File: config.mk
export PLATFORM = sky130hd
export DESIGN_NAME = frt_timer
export DESIGN_NICKNAME = d
export VERILOG_FILES = /design/src/rtl/frt_pkg.sv /design/src/rtl/frt_count_core.sv /design/src/rtl/frt_flag_cell.sv /design/src/rtl/frt_cmp_chan.sv /design/src/rtl/frt_timer.sv
export SDC_FILE = /design/constraint.sdc
export NUM_CORES = 1
export LEC_CHECK = 0
export ABC_AREA = 1
export CORE_ASPECT_RATIO = 0.5
export CORE_MARGIN = 4
export CORE_UTILIZATION = 45
export CTS_BUF_LIST = sky130_fd_sc_hd__clkbuf_4
export CTS_CLUSTER_DIAMETER = 150
export CTS_CLUSTER_SIZE = 25
export DETAILED_ROUTE_END_ITERATION = 10
export GPL_TIMING_DRIVEN = 0
export MAX_ROUTING_LAYER = met4
export PLACE_DENSITY = 0.67
export SLEW_MARGIN = 20
export SYNTH_ARGS = -nofsm -noshare
export SYNTH_HDL_FRONTEND = slang
export SYNTH_HIERARCHICAL = 1
export SYNTH_SLANG_ARGS = --single-unit
File: constraint.sdc
create_clock -name clk -period 2.4 [get_ports clk]
set_input_delay 0.36 -clock clk [delete_from_list [all_inputs] [get_ports clk]]
set_output_delay 0.36 -clock clk [all_outputs]
set_load 0.01 [all_outputs]
File: src/rtl/frt_pkg.sv
package frt_pkg;

  typedef enum logic [3:0] {
    A_LVL    = 4'h0,
    A_MODE   = 4'h1,
    A_STS    = 4'h2,
    A_CNT_HI = 4'h3,
    A_CNT_LO = 4'h4,
    A_ALT_HI = 4'h5,
    A_ALT_LO = 4'h6,
    A_C1_HI  = 4'h7,
    A_C1_LO  = 4'h8,
    A_C2_HI  = 4'h9,
    A_C2_LO  = 4'hA
  } reg_addr_e;

  localparam int unsigned N_CMP   = 2;
  localparam int unsigned N_FLAG  = 3;
  localparam int unsigned PRE_W   = 3;

  // flag slot indices
  localparam int unsigned F_OVF = 0;
  localparam int unsigned F_C1  = 1;
  localparam int unsigned F_C2  = 2;

  // status bit positions
  localparam int unsigned S_C1  = 6;
  localparam int unsigned S_OVF = 5;
  localparam int unsigned S_C2  = 3;

  // mode bit positions
  localparam int unsigned M_EN1 = 7;
  localparam int unsigned M_EN2 = 6;
  localparam int unsigned M_SEL = 2;

  // divide ratio for a clock select value, 0 = stopped
  function automatic logic [PRE_W:0] div_of(input logic [1:0] sel);
    case (sel)
      2'b00:   div_of = 4'd4;
      2'b01:   div_of = 4'd2;
      2'b10:   div_of = 4'd8;
      default: div_of = 4'd0;
    endcase
  endfunction

endpackage

File: src/rtl/frt_count_core.sv
module frt_count_core
  import frt_pkg::*;
#(
  parameter int unsigned          CNT_W   = 16,
  parameter logic [CNT_W-1:0]     CNT_RST = '0
) (
  input  logic             clk,
  input  logic             rst_n,
  input  logic [1:0]       clk_sel,
  output logic [CNT_W-1:0] cnt_o,
  output logic [CNT_W-1:0] cnt_nxt_o,
  output logic             tick_o,
  output logic             wrap_o
);

  logic [PRE_W-1:0] presc_q, presc_d;
  logic [CNT_W-1:0] cnt_q, cnt_d, cnt_inc;
  logic [PRE_W:0]   div;
  logic             run, tick;

  always_comb begin
    div     = div_of(clk_sel);
    run     = (div != '0);
    tick    = run && ({1'b0, presc_q} >= (div - 1'b1));
    presc_d = presc_q;
    if (!run)       presc_d = '0;
    else if (tick)  presc_d = '0;
    else            presc_d = presc_q + 1'b1;
    cnt_inc = cnt_q + 1'b1;
    cnt_d   = tick ? cnt_inc : cnt_q;
  end

  always_ff @(posedge clk or negedge rst_n) begin
    if (!rst_n) begin
      presc_q <= '0;
      cnt_q   <= CNT_RST;
    end else begin
      presc_q <= presc_d;
      cnt_q   <= cnt_d;
    end
  end

  assign cnt_o     = cnt_q;
  assign cnt_nxt_o = cnt_inc;
  assign tick_o    = tick;
  assign wrap_o    = tick && (cnt_q == '1);

endmodule

File: src/rtl/frt_flag_cell.sv
module frt_flag_cell (
  input  logic clk,
  input  logic rst_n,
  input  logic set_i,
  input  logic sts_rd_i,
  input  logic clr_acc_i,
  output logic flag_o
);

  logic flag_q, flag_d, arm_q, arm_d, do_clr;

  always_comb begin
    do_clr = clr_acc_i && arm_q;
    // a new event outranks the clearing access
    flag_d = set_i || (flag_q && !do_clr);
    arm_d  = arm_q;
    if (do_clr)                    arm_d = 1'b0;
    else if (sts_rd_i && flag_q)   arm_d = 1'b1;
  end

  always_ff @(posedge clk or negedge rst_n) begin
    if (!rst_n) begin
      flag_q <= 1'b0;
      arm_q  <= 1'b0;
    end else begin
      flag_q <= flag_d;
      arm_q  <= arm_d;
    end
  end

  assign flag_o = flag_q;

endmodule

File: src/rtl/frt_cmp_chan.sv
module frt_cmp_chan #(
  parameter int unsigned DATA_W = 8,
  parameter int unsigned CNT_W  = 2 * DATA_W
) (
  input  logic              clk,
  input  logic              rst_n,
  input  logic              wr_hi_i,
  input  logic              wr_lo_i,
  input  logic [DATA_W-1:0] wdata_i,
  input  logic              tick_i,
  input  logic [CNT_W-1:0]  cnt_nxt_i,
  input  logic              lvl_bit_i,
  input  logic              pin_en_i,
  output logic [CNT_W-1:0]  cmp_o,
  output logic              match_o,
  output logic              pin_o
);

  logic [CNT_W-1:0] cmp_q, cmp_d;
  logic             lvl_q, lvl_d, match;

  always_comb begin
    cmp_d = cmp_q;
    if (wr_hi_i) cmp_d[CNT_W-1:DATA_W] = wdata_i;
    if (wr_lo_i) cmp_d[DATA_W-1:0]     = wdata_i;
    match = tick_i && (cnt_nxt_i == cmp_q);
    lvl_d = match ? lvl_bit_i : lvl_q;
  end

  always_ff @(posedge clk or negedge rst_n) begin
    if (!rst_n) begin
      cmp_q <= '1;
      lvl_q <= 1'b0;
    end else begin
      cmp_q <= cmp_d;
      lvl_q <= lvl_d;
    end
  end

  assign cmp_o   = cmp_q;
  assign match_o = match;
  assign pin_o   = lvl_q && pin_en_i;

endmodule

File: src/rtl/frt_timer.sv
module frt_timer
  import frt_pkg::*;
#(
  parameter int unsigned            DATA_W  = 8,
  parameter logic [2*DATA_W-1:0]    CNT_RST = '0
) (
  input  logic              clk,
  input  logic              rst_n,
  input  logic [3:0]        bus_addr,
  input  logic              bus_rd,
  input  logic              bus_wr,
  input  logic [DATA_W-1:0] bus_wdata,
  output logic [DATA_W-1:0] bus_rdata,
  output logic              oc1_pin,
  output logic              oc2_pin
);

  localparam int unsigned CNT_W = 2 * DATA_W;

  // reset: asynchronous assert, synchronous release
  logic [1:0] rs_q;
  logic       rst_core_n;

  always_ff @(posedge clk or negedge rst_n) begin
    if (!rst_n) rs_q <= 2'b00;
    else        rs_q <= {rs_q[0], 1'b1};
  end
  assign rst_core_n = rs_q[1];

  // access decode
  logic acc, rd_sts, rd_hi, rd_lo;
  logic wr_mode, wr_lvl;

  always_comb begin
    acc     = bus_rd || bus_wr;
    rd_sts  = bus_rd && (bus_addr == A_STS);
    rd_hi   = bus_rd && ((bus_addr == A_CNT_HI) || (bus_addr == A_ALT_HI));
    rd_lo   = bus_rd && ((bus_addr == A_CNT_LO) || (bus_addr == A_ALT_LO));
    wr_mode = bus_wr && (bus_addr == A_MODE);
    wr_lvl  = bus_wr && (bus_addr == A_LVL);
  end

  // mode, level and snapshot registers
  logic [N_CMP-1:0]  en_q, en_d, lvl_q, lvl_d;
  logic [1:0]        sel_q, sel_d;
  logic [DATA_W-1:0] snap_q, snap_d;
  logic              held_q, held_d;
  logic [CNT_W-1:0]  cnt_w, cnt_nxt_w;
  logic              tick_w, wrap_w;

  always_comb begin
    en_d   = en_q;
    sel_d  = sel_q;
    lvl_d  = lvl_q;
    snap_d = snap_q;
    held_d = held_q;
    if (wr_mode) begin
      en_d  = {bus_wdata[M_EN2], bus_wdata[M_EN1]};
      sel_d = bus_wdata[M_SEL +: 2];
    end
    if (wr_lvl) lvl_d = bus_wdata[N_CMP-1:0];
    if (rd_hi) begin
      snap_d = cnt_w[DATA_W-1:0];
      held_d = 1'b1;
    end else if (rd_lo) begin
      held_d = 1'b0;
    end
  end

  always_ff @(posedge clk or negedge rst_core_n) begin
    if (!rst_core_n) begin
      en_q   <= '0;
      sel_q  <= '0;
      lvl_q  <= '0;
      snap_q <= '0;
      held_q <= 1'b0;
    end else begin
      en_q   <= en_d;
      sel_q  <= sel_d;
      lvl_q  <= lvl_d;
      snap_q <= snap_d;
      held_q <= held_d;
    end
  end

  // counter with prescaler
  frt_count_core #(
    .CNT_W   (CNT_W),
    .CNT_RST (CNT_RST)
  ) u_core (
    .clk       (clk),
    .rst_n     (rst_core_n),
    .clk_sel   (sel_q),
    .cnt_o     (cnt_w),
    .cnt_nxt_o (cnt_nxt_w),
    .tick_o    (tick_w),
    .wrap_o    (wrap_w)
  );

  // compare channels
  logic [CNT_W-1:0] cmp_val [N_CMP];
  logic [N_CMP-1:0] match_v, pin_v;

  for (genvar g = 0; g < N_CMP; g++) begin : g_chan
    localparam logic [3:0] HI_A = (g == 0) ? A_C1_HI : A_C2_HI;
    localparam logic [3:0] LO_A = (g == 0) ? A_C1_LO : A_C2_LO;
    frt_cmp_chan #(
      .DATA_W (DATA_W),
      .CNT_W  (CNT_W)
    ) u_chan (
      .clk       (clk),
      .rst_n     (rst_core_n),
      .wr_hi_i   (bus_wr && (bus_addr == HI_A)),
      .wr_lo_i   (bus_wr && (bus_addr == LO_A)),
      .wdata_i   (bus_wdata),
      .tick_i    (tick_w),
      .cnt_nxt_i (cnt_nxt_w),
      .lvl_bit_i (lvl_q[g]),
      .pin_en_i  (en_q[g]),
      .cmp_o     (cmp_val[g]),
      .match_o   (match_v[g]),
      .pin_o     (pin_v[g])
    );
  end

  // flags: overflow, channel 1, channel 2
  logic [N_FLAG-1:0] set_v, clr_v, flag_v;

  always_comb begin
    set_v[F_OVF] = wrap_w;
    set_v[F_C1]  = match_v[0];
    set_v[F_C2]  = match_v[1];
    clr_v[F_OVF] = acc && (bus_addr == A_CNT_LO);
    clr_v[F_C1]  = acc && (bus_addr == A_C1_LO);
    clr_v[F_C2]  = acc && (bus_addr == A_C2_LO);
  end

  for (genvar f = 0; f < N_FLAG; f++) begin : g_flag
    frt_flag_cell u_flag (
      .clk       (clk),
      .rst_n     (rst_core_n),
      .set_i     (set_v[f]),
      .sts_rd_i  (rd_sts),
      .clr_acc_i (clr_v[f]),
      .flag_o    (flag_v[f])
    );
  end

  // combinational read mux
  logic [DATA_W-1:0] sts_byte, mode_byte, lo_byte;

  always_comb begin
    sts_byte        = '0;
    sts_byte[S_C1]  = flag_v[F_C1];
    sts_byte[S_OVF] = flag_v[F_OVF];
    sts_byte[S_C2]  = flag_v[F_C2];
    mode_byte           = '0;
    mode_byte[M_EN1]    = en_q[0];
    mode_byte[M_EN2]    = en_q[1];
    mode_byte[M_SEL+:2] = sel_q;
    lo_byte = held_q ? snap_q : cnt_w[DATA_W-1:0];
    bus_rdata = '0;
    case (bus_addr)
      A_LVL:               bus_rdata[N_CMP-1:0] = lvl_q;
      A_MODE:              bus_rdata = mode_byte;
      A_STS:               bus_rdata = sts_byte;
      A_CNT_HI, A_ALT_HI:  bus_rdata = cnt_w[CNT_W-1:DATA_W];
      A_CNT_LO, A_ALT_LO:  bus_rdata = lo_byte;
      A_C1_HI:             bus_rdata = cmp_val[0][CNT_W-1:DATA_W];
      A_C1_LO:             bus_rdata = cmp_val[0][DATA_W-1:0];
      A_C2_HI:             bus_rdata = cmp_val[1][CNT_W-1:DATA_W];
      A_C2_LO:             bus_rdata = cmp_val[1][DATA_W-1:0];
      default:             bus_rdata = '0;
    endcase
  end

  assign oc1_pin = pin_v[0];
  assign oc2_pin = pin_v[1];

endmodule

==> flow_summary.yaml <==
power:
  fin_total_pwr_mw: 4.180
  ir_drop_mv: 0.3013
  total_leakage_power_nw: 2.812
  power-per-cell-area_mw_per_mm2: 755.6
finish:
  mostFrequentLayoutCells: "nand2_1 (276), inv_1 (108), nand3_1 (56), nor2_1 (43), dfrtp_1 (36)"
  drive_above_1_share_pct: 18.17
  final_common_cell: "nand2_1"
  synthToLayoutAreaGrowth_pct: 15.31
  fin_area_mm2: 0.005532
  nets: 769
worst_setup_path:
  crit_path_max_incr_delay_ns: 0.43
  cp-start-kind: "flop"
  cpLargestDelayFamily: "simple AND/OR/NAND/NOR gates"
  critical_path.most_common_cell: "nand2_1"
  arrival_ns: 2.61
  endpoint_kind: "flop"
  cp_slowest_cell: "dfrtp_2"
  worstPathBufferInverterCount: 4
  cp_max_fo: 5
  worstPathCellList: "ha_1 -> nand3_2 -> inv_2 -> nand2_2 -> o21bai_1 -> and2_4 -> inv_1 -> nand2_1 -> nand2_1 -> nor2_1 -> nand2_1 -> nor2_2 -> nand3_2 -> inv_1 -> inv_1 -> nand2_1"
  worstSetupStartpoint: "u_core/cnt_o[0]$_DFFE_PN0P_"
  reg2reg_from: "u_core/cnt_o[0]$_DFFE_PN0P_"
  critPathRequiredTime_ns: 2.79
  critPathKind: "flop to flop"
  r2r_setup_slack_ns: 0.18
die:
  start_util_pct: 46.52
  die_x_um: 154.0
  boundaryPins: 26
  die_y_um: 81.01
  fp.coreArea_mm2: 0.01031
  rows: 26
  die_area_mm2: 0.01248
run_status:
  outcome: "completed"
logic_synthesis:
  synthCells: 703
  ys_ff_latch: 76
  synth.net_count: 723
  synth_area_leader_cell: "dfrtp_1"
  synth_edf_count: 0
  synth_flop_cell: "dfrtp_1"
  yosysTopAreaCellShare_pct: 22.95
  ys_types: 34
  synth_area_mm2: 0.004797
  synth_area_leaders: "dfrtp_1 (23%), nand2_1 (22%), dfstp_2 (18%)"
  synth_async_sr_flop_share_pct: 100.0
  ys_warn_count: 6
  ys_seq_area_share_pct: 40.48
  syn_area_per_cell_um2: 6.824
grt:
  grt_pass1_wl_um: 22790
  grt_max_degree: 53
  antenna_found_initial: 1
  grt_pass1_vias: 4185
  track_usage_pct: 24.90
  grt.overflow.total: 0
timing:
  fin_crit_sh_pct: 92.36
  min_period_ns: 2.217
  finalHoldViolations: 0
  setup_viol: 0
  slew_headroom_pct: 33.60
  rsz0062_at_grt: "no"
  fmax_ghz: 0.4512
  slew_violations: 0
  worst_pin_slew_ns: 0.9884
  skew_ns: 0.01506
placement:
  io_buffers: 25
  place_area_mm2: 0.005254
  place_congestion: 0.9821
  dp_hpwl_um: 10950
routing:
  wl_per_cell_um: 16.16
  drc: 0
  drtAntennaViolNets: 0
  finalWirelength_um: 14480
  drt_iter0_drc: 407
  firstDrtPassIters: 5
  vias_per_cell: 5.171
  via_count: 4633
clocking:
  htreeDepth: 3
  clk_pin_slew_ns: 0.13
  cts.sinks: 76
  clock_path_buffers: 2
  clk_latency_ns: 0.45
  root_buffer: "clkbuf_4"
  cts_tree: "yes"
  numCtsBuffers: 9
flow_run:
  drv_cap: 0
min_path:
  hold_class: "primary input to async pin"
state kept, by name, summed over array words and instances (netlist names), 3 cells and up:
register / count
g_chan.u_chan/cmp_o: 32
snap_q: 8
g_flag.u_flag/arm_q: 3
g_flag.u_flag/flag_o: 3
u_core/cnt_o: 16
u_core/presc_q: 3
cell families (layout without fill, tap and decap cells):
logic type,after synthesis,after routing,share of synthesized area (%)
xor+xnor,13,13,2.843
buf+inv,124,175,10.17
compound gates,53,53,6.338
mux,6,6,1.408
flops,76,76,40.48
other cells,1,3,0.07817
simple gates,426,426,37.64
fa+ha+maj,4,4,1.043
per-stage QoR:
step | hold WS, ns | cells | utilization [%] | setup slack, ns | TNS (ns)
2_1_floorplan | 0.06441 | 703 | - | 0.1826 | 0
3_3_place_gp | 0.3392 | 868 | 50.64 | -0.8508 | -49.35
3_5_place_dp | 0.2427 | 869 | 50.95 | -0.7375 | -12.77
4_1_cts | 0.03018 | 891 | 53.13 | 0.005575 | 0
5_1_grt | 0.002953 | 896 | 53.64 | 0.003189 | 0
6_report | 0.05103 | 896 | 53.64 | 0.1835 | 0
worst paths after layout:
check / cells past startpoint / end
worst max-delay path: 16 / g_flag[1].u_flag/flag_o$_DFF_PN0_
worst min-delay path: 1 / rs_q[1]$_DFF_PN0_
worst max register to register: 16 / g_flag[1].u_flag/flag_o$_DFF_PN0_
worst min register to register: 0 / g_flag[1].u_flag/arm_q$_DFFE_PN0P_
max in group asynchronous: 1 / g_chan[0].u_chan/cmp_o[10]$_DFFE_PN1P_
min in group clk: 0 / rs_q[1]$_DFF_PN0_
routing by layer:
layer  global-route usage (%)  wire (um)  vias to the layer above
met4                    5.374        165                        0
met3                    6.812       1443                       20
met5                        -          0                        -
li1                         -          -                     2248
met2                    35.09       5980                      200
met1                    35.74       6893                     2165
power by group:
group	total, mW	switching (mW)	internal [mW]
Clock	0.715	0.483	0.231
Sequential	1.95	0.278	1.68
Combinational	1.51	0.972	0.539
Total	4.18	1.73	2.45
synthesized netlist by cell type (2+ instances only):
library cell,number
and2_1,5
buf_2,9
buf_4,3
dfrtp_1,44
dfstp_2,32
ha_1,4
inv_1,108
inv_2,3
mux2_2,6
nand2_1,278
nand2_2,8
nand3_1,56
nand3_2,4
nand4_1,5
nor2_1,50
nor2_2,9
nor2_4,3
nor3_1,5
nor3_2,2
o211ai_1,2
o21ai_0,37
o21ai_1,3
o21ai_2,7
xnor2_2,2
xor2_1,9
area by class of cell:
class | instances | area, um^2
multi-input combinational | 503 | 2431
antenna | 2 | 5.005
inverter | 111 | 416.7
clock buffer | 11 | 82.58
fill | 1030 | 4781
tap | 140 | 175.2
clock inverter | 5 | 30.03
buffer | 13 | 86.33
sequential | 76 | 1954
timing repair buffer | 35 | 350.3
what timing repair did:
action	in CTS	in global routing
endpoints found under the hold margin	0	0
hold buffers	0	0
gates resized for setup	36	18
pin swaps	6	0
endpoints found under the setup margin	16	6
setup buffers	6	3
(Power assumes the default switching activity.)
